===== config.mk =====
export PLATFORM = sky130hd
export DESIGN_NAME = spi_regmaster
export DESIGN_NICKNAME = d
export VERILOG_FILES = /design/src/rtl/spi_regmaster_pkg.sv /design/src/rtl/spi_regmaster_dp.sv /design/src/rtl/spi_regmaster_ctl.sv /design/src/rtl/spi_regmaster.sv
export SDC_FILE = /design/constraint.sdc
export NUM_CORES = 1
export LEC_CHECK = 0
export BUFFER_PORTS_ARGS = -buffer_cell sky130_fd_sc_hd__buf_2
export CAP_MARGIN = 20
export CORE_ASPECT_RATIO = 0.7
export CORE_MARGIN = 4
export CORE_UTILIZATION = 60
export CTS_BUF_LIST = sky130_fd_sc_hd__clkbuf_8
export CTS_CLUSTER_DIAMETER = 100
export DETAILED_ROUTE_END_ITERATION = 6
export PLACE_DENSITY_LB_ADDON = 0.05
export SLEW_MARGIN = 20
export SYNTH_ARGS = -nofsm -noshare
export SYNTH_HDL_FRONTEND = slang
export SYNTH_HIERARCHICAL = 1
export SYNTH_SLANG_ARGS = --single-unit

===== constraint.sdc =====
create_clock -name clk -period 11.9 [get_ports clk]
set_input_delay 0.595 -clock clk [delete_from_list [all_inputs] [get_ports clk]]
set_output_delay 0.595 -clock clk [all_outputs]
set_load 0.05 [all_outputs]

===== src/rtl/spi_regmaster_pkg.sv =====
package spi_regmaster_pkg;
  localparam int NUM_CS    = 4;
  localparam int CS_W      = $clog2(NUM_CS);
  localparam int BUF_DEPTH = 9;
  localparam int IDX_W     = $clog2(BUF_DEPTH);
  localparam int CNT_W     = 5;
  localparam int DIV_W     = 13;
  localparam int HALF_W    = $clog2(16 * BUF_DEPTH + 2);
  localparam int ADDR_W    = 12;
  localparam int DATA_W    = 32;

  localparam logic [ADDR_W-1:0] ADDR_CFG  = 12'h000;
  localparam logic [ADDR_W-1:0] ADDR_STS  = 12'h008;
  localparam logic [ADDR_W-1:0] ADDR_XFER = 12'h010;
  localparam logic [ADDR_W-1:0] BUF_BASE  = 12'h080;
  localparam logic [ADDR_W-1:0] BUF_END   = BUF_BASE + ADDR_W'(8 * BUF_DEPTH);

  localparam int B_EN      = 0;
  localparam int B_IDLELOW = 1;
  localparam int B_LSB     = 4;
  localparam int B_CSHIGH  = 7;
  localparam int B_LATE    = 11;
  localparam int CSEN_LSB  = 12;
  localparam int DIV_LSB   = 16;

  localparam int TOT_LSB   = 0;
  localparam int TX_LSB    = 8;
  localparam int B_HOLD    = 16;
  localparam int CSID_LSB  = 20;

  typedef struct packed {
    logic              enable;
    logic              idleLow;
    logic              lsbFirst;
    logic              csHigh;
    logic              lateSel;
    logic [NUM_CS-1:0] csEn;
    logic [DIV_W-1:0]  div;
  } cfg_t;

  typedef struct packed {
    logic             accept;
    logic             captureBit;
    logic             storeByte;
    logic             dataRegion;
    logic [IDX_W-1:0] byteIdx;
    logic [2:0]       bitIdx;
  } ctlStrobes_t;
endpackage


===== src/rtl/spi_regmaster_dp.sv =====
module spi_regmaster_dp
  import spi_regmaster_pkg::*;
(
  input  logic              clk,
  input  logic              rstN,
  input  logic [ADDR_W-1:0] regAddr,
  input  logic              regWrEn,
  input  logic [DATA_W-1:0] regWrData,
  output logic [DATA_W-1:0] regRdData,
  input  logic              miso,
  output logic              mosi,
  input  logic              busy,
  input  ctlStrobes_t       strb,
  output cfg_t              cfg,
  output logic              xferWrite,
  output logic [CNT_W-1:0]  reqTotal,
  output logic [CNT_W-1:0]  totalCnt,
  output logic              holdSel,
  output logic [CS_W-1:0]   csIdx
);
  logic [7:0]        bufMem [BUF_DEPTH];
  logic [7:0]        rxByte;
  logic [CNT_W-1:0]  txCnt;
  logic [CNT_W-1:0]  fieldTot, fieldTx, reqTx;
  logic              wrCfg, bufHit;
  logic [ADDR_W-1:0] bufOff;
  logic [IDX_W-1:0]  bufIdx, safeIdx;
  logic [2:0]        bitSel;
  logic [7:0]        curByte;
  logic              unusedBits;

  assign unusedBits = ^{regWrData[31:29], regWrData[6:5], regWrData[3:2]};

  assign wrCfg     = regWrEn && (regAddr == ADDR_CFG);
  assign xferWrite = regWrEn && (regAddr == ADDR_XFER);
  assign bufHit    = (regAddr >= BUF_BASE) && (regAddr < BUF_END) && (regAddr[2:0] == 3'b000);
  assign bufOff    = regAddr - BUF_BASE;
  assign bufIdx    = bufOff[3 +: IDX_W];

  assign fieldTot = regWrData[TOT_LSB +: CNT_W];
  assign fieldTx  = regWrData[TX_LSB +: CNT_W];
  assign reqTotal = (fieldTot > CNT_W'(BUF_DEPTH)) ? CNT_W'(BUF_DEPTH) : fieldTot;
  assign reqTx    = (fieldTx > reqTotal) ? reqTotal : fieldTx;

  // Transmit bit selection straight from the buffer; the entry is only
  // overwritten by its own received byte after its last bit has gone out.
  assign bitSel  = cfg.lsbFirst ? strb.bitIdx : (3'd7 - strb.bitIdx);
  assign safeIdx = (strb.byteIdx < IDX_W'(BUF_DEPTH)) ? strb.byteIdx : '0;
  assign curByte = bufMem[safeIdx];
  assign mosi    = (strb.dataRegion && (CNT_W'(strb.byteIdx) < txCnt)) ? curByte[bitSel] : 1'b1;

  always_ff @(posedge clk) begin
    if (!rstN) begin
      cfg      <= '0;
      totalCnt <= '0;
      txCnt    <= '0;
      holdSel  <= 1'b0;
      csIdx    <= '0;
      rxByte   <= '0;
      for (int i = 0; i < BUF_DEPTH; i++) bufMem[i] <= '0;
    end else begin
      if (wrCfg && !busy) begin
        cfg.enable   <= regWrData[B_EN];
        cfg.idleLow  <= regWrData[B_IDLELOW];
        cfg.lsbFirst <= regWrData[B_LSB];
        cfg.csHigh   <= regWrData[B_CSHIGH];
        cfg.lateSel  <= regWrData[B_LATE];
        cfg.csEn     <= regWrData[CSEN_LSB +: NUM_CS];
        cfg.div      <= regWrData[DIV_LSB +: DIV_W];
      end
      if (strb.accept) begin
        totalCnt <= reqTotal;
        txCnt    <= reqTx;
        holdSel  <= regWrData[B_HOLD];
        csIdx    <= regWrData[CSID_LSB +: CS_W];
      end
      if (regWrEn && bufHit && !busy) bufMem[bufIdx] <= regWrData[7:0];
      if (strb.captureBit) rxByte[bitSel] <= miso;
      if (strb.storeByte) bufMem[safeIdx] <= rxByte;
    end
  end

  always_comb begin
    regRdData = '0;
    if (regAddr == ADDR_CFG) begin
      regRdData[B_EN]                = cfg.enable;
      regRdData[B_IDLELOW]           = cfg.idleLow;
      regRdData[B_LSB]               = cfg.lsbFirst;
      regRdData[B_CSHIGH]            = cfg.csHigh;
      regRdData[B_LATE]              = cfg.lateSel;
      regRdData[CSEN_LSB +: NUM_CS]  = cfg.csEn;
      regRdData[DIV_LSB +: DIV_W]    = cfg.div;
    end else if (regAddr == ADDR_STS) begin
      regRdData[0] = busy;
    end else if (regAddr == ADDR_XFER) begin
      regRdData[TOT_LSB +: CNT_W]  = totalCnt;
      regRdData[TX_LSB +: CNT_W]   = txCnt;
      regRdData[B_HOLD]            = holdSel;
      regRdData[CSID_LSB +: CS_W]  = csIdx;
    end else if (bufHit) begin
      regRdData[7:0] = bufMem[bufIdx];
    end
  end
endmodule


===== src/rtl/spi_regmaster_ctl.sv =====
module spi_regmaster_ctl
  import spi_regmaster_pkg::*;
(
  input  logic              clk,
  input  logic              rstN,
  input  cfg_t              cfg,
  input  logic              xferWrite,
  input  logic [CNT_W-1:0]  reqTotal,
  input  logic [CNT_W-1:0]  totalCnt,
  input  logic              holdSel,
  input  logic [CS_W-1:0]   csIdx,
  output ctlStrobes_t       strb,
  output logic              busy,
  output logic              sclk,
  output logic [NUM_CS-1:0] csOut
);
  logic [DIV_W-1:0]  halfCnt, divEff;
  logic [HALF_W-1:0] halfIdx, lastHalf, lateOff, hPrime, dataHalves;
  logic              csActive, advance, accept, inData, activeHalf;
  logic              unusedCfg;

  assign unusedCfg = cfg.lsbFirst;

  assign divEff     = (cfg.div == '0) ? DIV_W'(1) : cfg.div;
  assign lateOff    = HALF_W'(cfg.lateSel);
  assign dataHalves = HALF_W'({totalCnt, 4'b0000});
  assign lastHalf   = lateOff + dataHalves;
  assign hPrime     = halfIdx - lateOff;

  assign inData     = busy && (halfIdx >= lateOff) && (hPrime < dataHalves);
  assign activeHalf = inData && hPrime[0];
  assign advance    = busy && (halfCnt == divEff - DIV_W'(1));
  assign accept     = xferWrite && !busy && cfg.enable && (reqTotal != '0);

  assign strb.accept     = accept;
  assign strb.captureBit = advance && inData && !hPrime[0];
  assign strb.storeByte  = advance && activeHalf && (hPrime[3:1] == 3'd7);
  assign strb.dataRegion = inData;
  assign strb.byteIdx    = hPrime[4 +: IDX_W];
  assign strb.bitIdx     = hPrime[3:1];

  assign sclk = cfg.idleLow ? activeHalf : ~activeHalf;

  always_ff @(posedge clk) begin
    if (!rstN) begin
      busy     <= 1'b0;
      halfCnt  <= '0;
      halfIdx  <= '0;
      csActive <= 1'b0;
    end else begin
      if (accept) begin
        busy     <= 1'b1;
        halfCnt  <= '0;
        halfIdx  <= '0;
        csActive <= 1'b1;
      end else if (busy) begin
        if (advance) begin
          halfCnt <= '0;
          if (halfIdx == lastHalf) begin
            busy     <= 1'b0;
            csActive <= holdSel;
          end else begin
            halfIdx <= halfIdx + HALF_W'(1);
          end
        end else begin
          halfCnt <= halfCnt + DIV_W'(1);
        end
      end
      if (!cfg.enable) csActive <= 1'b0;
    end
  end

  for (genvar i = 0; i < NUM_CS; i++) begin : g_cs
    assign csOut[i] = (csActive && (csIdx == CS_W'(i)) && cfg.csEn[i]) ? cfg.csHigh : ~cfg.csHigh;
  end
endmodule


===== src/rtl/spi_regmaster.sv =====
module spi_regmaster
  import spi_regmaster_pkg::*;
(
  input  logic              clk,
  input  logic              rstN,
  input  logic [ADDR_W-1:0] regAddr,
  input  logic              regWrEn,
  input  logic [DATA_W-1:0] regWrData,
  output logic [DATA_W-1:0] regRdData,
  output logic              sclk,
  output logic              mosi,
  input  logic              miso,
  output logic [NUM_CS-1:0] csOut
);
  cfg_t             cfg;
  ctlStrobes_t      strb;
  logic             busy, xferWrite, holdSel;
  logic [CNT_W-1:0] reqTotal, totalCnt;
  logic [CS_W-1:0]  csIdx;

  spi_regmaster_dp u_dp (
    .clk(clk), .rstN(rstN), .regAddr(regAddr), .regWrEn(regWrEn),
    .regWrData(regWrData), .regRdData(regRdData), .miso(miso), .mosi(mosi),
    .busy(busy), .strb(strb), .cfg(cfg), .xferWrite(xferWrite),
    .reqTotal(reqTotal), .totalCnt(totalCnt), .holdSel(holdSel), .csIdx(csIdx)
  );

  spi_regmaster_ctl u_ctl (
    .clk(clk), .rstN(rstN), .cfg(cfg), .xferWrite(xferWrite),
    .reqTotal(reqTotal), .totalCnt(totalCnt), .holdSel(holdSel), .csIdx(csIdx),
    .strb(strb), .busy(busy), .sclk(sclk), .csOut(csOut)
  );
endmodule


==> metrics.txt <==
Finished Cell Area=12360 sq um; final hold vios=0; worst hold slack=336.4 ps; Clock Root Buffer=clkbuf_8; FF-to-FF path depth=15; row count=42; first-pass GRT wire length=47.72 mm; clk_skew=16.73 ps; period utilization=50.44%; area post-placement=11980 sq um; Arrival @ worst endpoint=6210 ps; CTS clock-pin slew for the worst setup and hold paths=110 ps; HPWL Detailed=21.56 mm; CTS sink cnt=194; Ys Warns=6; WS Path Type=reg -> reg; status=finished, final reports clean; DR vias/cell=6.443; PostCTS Resize Cnt=0; GPL Wtd Cong=0.8831; syn avg cell area=10.62 sq um; largest net degree at the start of global routing=46; cell leakage power=4.447 nW; n_diodes=0; vias in the first global route=8050; gr busiest metal=met1; Worst-Margin Slew=1133 ps; number of max-cap violations=0; Tightest Hold Check Type=in -> reg; top cells by area, synth=edfxtp_1 33%, dfxtp_1 11%, mux4_2 7.4%; GRT met1 Usage=45.04%; post-synth design cell area=11560 sq um; post-synthesis sequential area ratio=44.67%; met3 track demand over resource=7.919%; most common cell in the synthesized netlist=edfxtp_1; H-tree depth=4; Hold EP=u_dp/cfg[6]$_SDFFE_PN0P_; predominant post-synthesis flop cell=edfxtp_1; fmax=166.6 MHz; Setup TNS Final=0 ps; Initial Util=61.12%; maximum fanout along the worst path=11; Hold Crit Start=regWrData[22]; Pwr Density=103.8 nW/um^2; Clock Latency Late Sink=480 ps; CTS Hold Buffers Added=0; vias post-DR=8821; CTS tree=yes; post-layout min period=6002 ps; Max VDD drop=0.09412 mV; r2r endpoint=u_dp/bufMem[1][6]$_DFFE_PP_; CP Capture Type=flop; WL/cell=22.51 um; WL final=30.82 mm; # DRC=0; worst rel slew slack=24.31%; RSZ-0062 raised after global routing=false; Final Max Slew Viols=0; die width=173.9 um; Yosys top cell by area=edfxtp_1; Setup Fix Bufs, Post-CTS=0; library cells used by synthesis=91; clock buffer depth=2; 1st-pass router iterations=5; Commonest cells post-synth=128 x edfxtp_1, 101 x clkbuf_1, 81 x nand2_1; layout cells sized above 1=18.72%; ANT nets after route=0; Final setup viols=0; Critical Path RT=12110 ps; Core ar.=18920 sq um; EDFF count, synth=128; P&R area growth vs syn=6.937%; Num CTS Buffers=17; Ports=86; Die H=124.1 um; initial antenna violation count=0; Async SR Flop Fraction=0%; Syn Inst Count=1089; Seq cells post-synth=194; Reg2Reg Setup Slack=5900 ps; hold depth=3; GRT Util Overall=29.14%; # nets final=1178; met2 usage=40.39%; RR Startpoint=u_dp/cfg[4]$_SDFFE_PN0P_; # port buffers=79; grt total ovfl=0; DRT iter0 DRCs=1178; Die ar.=21590 sq um; CP startpoint kind=flop; Synth top area share=33.24%
worst max-delay path, cell delays in order (launching register included):
cell     delay, ps
dfxtp_1        580
nor3_2         150
and3_1         220
a21oi_1        160
ha_1           270
nor4b_1        330
nand2_1        120
or4b_4         530
a32oi_2        360
nand3_2        270
nor4b_1        880
nand2_1        400
nor3_2         800
nor2_1          60
o21ai_0        320
buf_4          270
through the flow:
stage / setup WS [ps] / utilization (%) / power (mW) / std cells
5_1_grt: 5462 / 65.36 / 1.328 / 1369
2_1_floorplan: 7314 / - / 0.8433 / 1148
6_report: 5898 / 65.36 / 1.283 / 1369
4_1_cts: 5947 / 65.36 / 1.287 / 1369
3_5_place_dp: 5982 / 63.35 / 0.8730 / 1337
3_3_place_gp: 6152 / 63.35 / 0.8708 / 1337
worst max-delay path by stage:
stage | slack (ps) | to | from
after floorplan | 7310 | u_dp/bufMem[5][0]$_DFFE_PP_ | u_dp/cfg[4]$_SDFFE_PN0P_
after global placement | 6150 | u_dp/bufMem[1][7]$_DFFE_PP_ | u_dp/cfg[4]$_SDFFE_PN0P_
after detailed placement | 5980 | u_dp/bufMem[1][5]$_DFFE_PP_ | u_dp/cfg[4]$_SDFFE_PN0P_
after CTS | 5950 | u_dp/bufMem[1][7]$_DFFE_PP_ | u_dp/cfg[4]$_SDFFE_PN0P_
after global routing | 5460 | u_dp/bufMem[1][7]$_DFFE_PP_ | u_dp/cfg[9]$_SDFFE_PN0P_
final | 5900 | u_dp/bufMem[1][6]$_DFFE_PP_ | u_dp/cfg[4]$_SDFFE_PN0P_
routing by layer:
layer	part of all wire, %	up-vias
li1	-	4033
met3	11	52
met2	41	472
met4	1.8	0
met1	46	4264
met5	0	-
registers in the layout, summed over array words and instances, names as in the netlist:
name,count
u_ctl/busy,1
u_ctl/csActive,1
u_ctl/halfCnt,13
u_ctl/halfIdx,8
u_dp/bufMem,128
u_dp/cfg,22
u_dp/csIdx,2
u_dp/holdSel,1
u_dp/rxByte,8
u_dp/totalCnt,5
u_dp/txCnt,5
placed cells by master (no fill, tap or decap), types with 8 or more instances in the layout:
cell type	n
a21oi_1	59
a22o_1	77
a22oi_1	8
and2_1	18
and3_1	14
buf_2	79
buf_4	13
clkbuf_8	18
conb_1	61
dfxtp_1	66
edfxtp_1	128
ha_1	16
inv_1	27
mux2i_1	36
mux4_2	38
nand2_1	81
nand2b_1	19
nand3_1	26
nand4_1	16
nor2_1	62
nor2b_1	8
nor3_1	14
o211ai_1	11
o21ai_0	25
or3_1	16
xnor2_1	17
xor2_1	22
power by group:
group	total [mW]	switching [mW]	internal, mW
registers	0.759	0.0134	0.746
clock network	0.423	0.255	0.168
logic	0.101	0.0592	0.0412
kinds of logic (layout without fill, tap and decap cells):
logic type	Yosys count	in the layout	share of synthesized area [%]
and+or+nand+nor	333	333	16.73
DFF	194	194	44.67
buffers and inverters	173	152	6.471
xor gates and xnor gates	43	43	3.322
muxes	81	81	11.23
adders and majority gates	16	16	1.731
other	2	61	0.06495
AOI/OAI and AO/OA	247	247	15.78
area by class of cell:
type	count	area, sq um
clock buffers	18	247.7
clock inverters	14	132.6
well taps	242	302.8
multi-input cells	781	5918
fillers	1567	6554
flip-flops and latches	194	5165
repair buffers	92	493.0
inverters	28	105.1
No activity file was read; power rests on OpenSTA's default activity.
